`src/rtl/adc_rb_pkg.sv`:
```
package adc_rb_pkg;
    localparam int CH_N    = 8;
    localparam int RES_W   = 10;
    localparam int BYTE_W  = 8;
    localparam int HI_W    = RES_W - BYTE_W;
    localparam int ADDR_W  = 4;
    localparam int CH_W    = $clog2(CH_N);
    localparam int HI_ADDR = CH_N;

    typedef logic [RES_W-1:0]  result_t;
    typedef logic [BYTE_W-1:0] byte_t;
    typedef logic [HI_W-1:0]   hi_t;
    typedef logic [ADDR_W-1:0] addr_t;
    typedef logic [CH_W-1:0]   chan_t;

    typedef enum logic [1:0] {SEL_LOW, SEL_HIGH, SEL_NONE} sel_e;

    typedef struct packed {
        logic  rd;
        sel_e  sel;
        chan_t ch;
    } access_t;

    // Classify one bus access; write cycles never count as reads.
    function automatic access_t decode(input logic rd, input logic we, input addr_t a);
        access_t d;
        d.rd = rd & ~we;
        d.ch = a[CH_W-1:0];
        if (a < addr_t'(CH_N))
            d.sel = SEL_LOW;
        else if (a == addr_t'(HI_ADDR))
            d.sel = SEL_HIGH;
        else
            d.sel = SEL_NONE;
        return d;
    endfunction
endpackage

```
`src/rtl/adc_rb_store.sv`:
```
module adc_rb_store
    import adc_rb_pkg::*;
(
    input  logic    clk,
    input  logic    wr_en,
    input  chan_t   wr_ch,
    input  result_t wr_val,
    output result_t res_arr [CH_N]
);
    // Result storage is deliberately left without reset.
    for (genvar g = 0; g < CH_N; g++) begin : g_chan
        always_ff @(posedge clk) begin
            if (wr_en && wr_ch == chan_t'(g))
                res_arr[g] <= wr_val;
        end
    end
endmodule

```
`src/rtl/adc_rb_hold.sv`:
```
module adc_rb_hold
    import adc_rb_pkg::*;
(
    input  logic clk,
    input  logic rst,
    input  logic cap_en,
    input  hi_t  cap_val,
    output hi_t  hold
);
    always_ff @(posedge clk) begin
        if (rst)
            hold <= '0;
        else if (cap_en)
            hold <= cap_val;
    end
endmodule

```
`src/rtl/adc_rb_rdmux.sv`:
```
module adc_rb_rdmux
    import adc_rb_pkg::*;
(
    input  logic    clk,
    input  logic    rst,
    input  access_t acc,
    input  byte_t   low_val,
    input  hi_t     hold,
    output byte_t   rdata
);
    byte_t nxt;

    always_comb begin
        unique case (acc.sel)
            SEL_LOW:  nxt = low_val;
            SEL_HIGH: nxt = {{(BYTE_W-HI_W){1'b0}}, hold};
            default:  nxt = '0;
        endcase
    end

    always_ff @(posedge clk) begin
        if (rst)
            rdata <= '0;
        else if (acc.rd)
            rdata <= nxt;
    end
endmodule

```
`src/rtl/adc_result_bank.sv`:
```
module adc_result_bank
    import adc_rb_pkg::*;
(
    input  logic              clk,
    input  logic              rst,
    input  logic              res_we,
    input  logic [CH_W-1:0]   res_ch,
    input  logic [RES_W-1:0]  res_data,
    input  logic              bus_rd,
    input  logic              bus_we,
    input  logic [ADDR_W-1:0] bus_addr,
    output logic [BYTE_W-1:0] bus_rdata
);
    access_t acc;
    result_t res_arr [CH_N];
    result_t sel_res;
    hi_t     hold_bits;
    logic    cap_en;

    assign acc     = decode(bus_rd, bus_we, bus_addr);
    assign sel_res = res_arr[acc.ch];
    assign cap_en  = acc.rd && (acc.sel == SEL_LOW);

    adc_rb_store u_store (
        .clk     (clk),
        .wr_en   (res_we),
        .wr_ch   (res_ch),
        .wr_val  (res_data),
        .res_arr (res_arr)
    );

    adc_rb_hold u_hold (
        .clk     (clk),
        .rst     (rst),
        .cap_en  (cap_en),
        .cap_val (sel_res[RES_W-1:BYTE_W]),
        .hold    (hold_bits)
    );

    adc_rb_rdmux u_rdmux (
        .clk     (clk),
        .rst     (rst),
        .acc     (acc),
        .low_val (sel_res[BYTE_W-1:0]),
        .hold    (hold_bits),
        .rdata   (bus_rdata)
    );
endmodule

```
`config.mk`:
```
export PLATFORM = sky130hd
export DESIGN_NAME = adc_result_bank
export DESIGN_NICKNAME = d
export VERILOG_FILES = /design/src/rtl/adc_rb_pkg.sv /design/src/rtl/adc_rb_store.sv /design/src/rtl/adc_rb_hold.sv /design/src/rtl/adc_rb_rdmux.sv /design/src/rtl/adc_result_bank.sv
export SDC_FILE = /design/constraint.sdc
export NUM_CORES = 1
export LEC_CHECK = 0
export BUFFER_PORTS_ARGS = -buffer_cell sky130_fd_sc_hd__buf_2
export CELL_PAD_IN_SITES_DETAIL_PLACEMENT = 1
export CELL_PAD_IN_SITES_GLOBAL_PLACEMENT = 1
export CORE_MARGIN = 5
export CORE_UTILIZATION = 40
export CTS_CLUSTER_DIAMETER = 40
export DETAILED_ROUTE_END_ITERATION = 8
export PLACE_DENSITY = 0.68
export SYNTH_ARGS = -nofsm -noshare
export SYNTH_HDL_FRONTEND = slang
export SYNTH_SLANG_ARGS = --single-unit
```
`constraint.sdc`:
```
create_clock -name clk -period 1.3 [get_ports clk]
set_input_delay 0.065 -clock clk [delete_from_list [all_inputs] [get_ports clk]]
set_output_delay 0.065 -clock clk [all_outputs]
set_load 0.005 [all_outputs]
```
==> metrics.txt <==
outcome=finished with violations; failing checks=setup timing; placer congestion estimate=0.806; PwrDens=1400 mW/mm2; Yosys top cell by area=edfxtp_1; layout cells sized above 1=38.4%; Initial Util=41.3%; CP endpoint kind=flip-flop; Reg2Reg Setup Slack=-0.16 ns; IO Port Bufs=29; Primary FF master, synth=edfxtp_1; die extent in y=102 um; fin area=0.00414 mm2; via count of the routed design=1783; Post-Syn Instances=161; synthesized cell area=0.00341 mm2; Clock Pin Slew Worst Setup and Hold Paths=0.08 ns; Max transition margin=59.6%; Core Util, Final=50.2%; post-synthesis mux area share=14.9%; GRT Residual Overflow=0; Critical Path RT=1.54 ns; XOR/XNOR share of the synthesized area=0%; Critical Path Start=u_store.res_arr[66]$_DFFE_PP_; CP Cell Sequence=mux4_2 -> mux2_4 -> a22o_1; GRT Total Usage=15.2%; vias in the first global route=1916; fmax=687 MHz; clk sinks=90; filler cell count=797; DRC viols=0; cell with the most instances after synthesis=edfxtp_1; CTS Buf Count=9; CTS Buffer Depth=2; Synth Area in Simple Gates=4.88%; full die area=0.0105 mm2; Post-CTS Setup Inserts=0; Worst-Skew Late Latency=0.34 ns; final worst slack=-0.155 ns; Hold Path Class=in2reg; Placed Instance Area=0.00380 mm2; CTS tree=yes; FF-to-FF path depth=3; Post-synth top cells=edfxtp_1 (80), mux4_2 (18), dfxtp_1 (10), nor2_1 (9); Max Cap Violations=0; Post-DRT Antenna Nets=0; Ant. Diodes=0; Layout Nets=246; slew at the pin closest to its max-slew limit=0.605 ns; initial antenna violation count=0; number of H-tree levels=3; WL met1=2900 um; met3 WL post-DR=296 um; CTS root buf=clkbuf_8; critical path endpoint=u_rdmux.rdata[6]$_SDFFE_PP0P_; CP arrival=1.69 ns; Synth Area per Inst=21.2 um2; Crit. path cell count=3; total power=5.80 mW; #FFs+latches synth=90; Crit Path Max Fanout=1; Final Slew Violations=0; # IOs=30; number of vias per cell=5.34; RSZ-0062 raised after global routing=yes; drt pass-1 iters=4; worst r2r dst=u_rdmux.rdata[6]$_SDFFE_PP0P_; sequential cell area fraction in the yosys report=76.3%; post-synthesis compound-gate area fraction=2.97%; critical path's top delay family=multiplexers; post-layout min period=1.46 ns; FP Rows=33; skew final=0.00964 ns; EDFF count, synth=80; Leak Pwr=1.44 nW; Final Cycle Share=112%; Die X=102 um; Final setup viols=6; Critical Path Source Type=flip-flop; core area=0.00826 mm2; slowest CP cell=mux4_2; DRT iter0 DRCs=58; Crit path largest cell delay=0.48 ns; post-synth top area share=70.4%; largest family of logic cells by synthesized area=multiplexers; ys async rst share=0%; wire length per cell=21.9 um; syn_nets=183; largest net degree at the start of global routing=15; critical path type=reg2reg; total detailed-routing wirelength=7320 um; DP HPWL=4970 um; Max IR drop VDD=0.000519 V; worst slack, placed=-0.293 ns; top cells by area, synth=edfxtp_1 (70%), mux4_2 (12%), dfxtp_1 (5.9%); area added between synthesis and finish=21.5%; Synth Area in Adders=0%; Yosys cell types=25; Buf+Inv Stages, Crit Path=0; met2 WL post-DR=4010 um; Fin. Hold Viols=0; DR top layer=met4; RR Startpoint=u_store.res_arr[66]$_DFFE_PP_; yosys warns=0; first-pass GRT wire length=11200 um
-- cells in the final DEF, fill, tap and decap left out, types with 2 or more instances in the layout --
cell,n
edfxtp_1,80
buf_2,29
mux4_2,20
buf_4,19
dfxtp_1,10
nor2_1,9
clkbuf_8,9
dlygate4sd3_1,9
a221o_1,5
nand2b_1,4
mux2i_1,4
and3_4,4
bufinv_16,3
nand2_1,2
a211oi_1,2
nor4b_1,2
and3b_1,2
a22oi_1,2
o22ai_1,2
clkbuf_1,2
-- registers in the layout (all words and copies together) (netlist names) --
register and cells:
u_hold.hold 2, u_store.res_arr 80, u_rdmux.rdata 8
-- layer usage --
| metal | global-route usage (%) | up-vias |
|---|---|---|
| li1 | - | 797 |
| met1 | 18.0 | 924 |
| met2 | 27.4 | 54 |
| met3 | 2.87 | 8 |
| met4 | 6.16 | 0 |
| met5 | 0 | - |
-- cells by family after synthesis --
group | count (synthesis)
flip-flops | 90
AO/OA/AOI/OAI | 12
multiplexers | 25
buffers and inverters | 5
AND/OR/NAND/NOR | 29
-- per-stage QoR --
stage	cells	setup TNS [ns]	hold WS, ns
floorplan	161	-0.159	0.138
global placement	309	-2.24	0.313
detailed placement	309	-2.53	0.334
CTS	334	-0.701	0.00513
global route	334	-0.859	0.00852
finish	334	-0.664	0.0220
-- timing repair --
action,4_1_cts,5_1_grt
pin swaps,4,2
endpoints found under the setup margin,6,8
hold buffers,9,0
resized for setup,5,0
hold endpoints to repair,72,0
-- worst min-delay path by stage --
stage | from | to | slack [ns] | depth (start not counted)
CTS | res_data[5] | u_store.res_arr[45]$_DFFE_PP_ | 0.005 | 1
floorplan | rst | u_hold.hold[0]$_SDFFE_PP0P_ | 0.14 | 1
detailed placement | res_data[6] | u_store.res_arr[16]$_DFFE_PP_ | 0.33 | 1
global placement | res_data[6] | u_store.res_arr[6]$_DFFE_PP_ | 0.31 | 1
finish | res_data[5] | u_store.res_arr[45]$_DFFE_PP_ | 0.02 | 1
global route | res_data[5] | u_store.res_arr[75]$_DFFE_PP_ | 0.009 | 1
-- final cells by class --
type	count	area (um2)	share of cell area, %
flip-flops and latches	90	2600	62.8
multi-input cells	66	798	19.3
repair buffers	57	378	9.12
clock buffers	11	131	3.17
well taps	105	131	3.17
clock inverters	5	103	2.48
-- power breakdown --
part           total (mW)  internal (mW)  leakage (nW)  switching (mW)
Sequential           3.27           3.24         0.808          0.0319
Combinational       0.365          0.184         0.520           0.180
Clock                2.17           1.28         0.114           0.890
Total                5.80           4.70          1.44            1.10
Power figures use the tool's default switching activity.
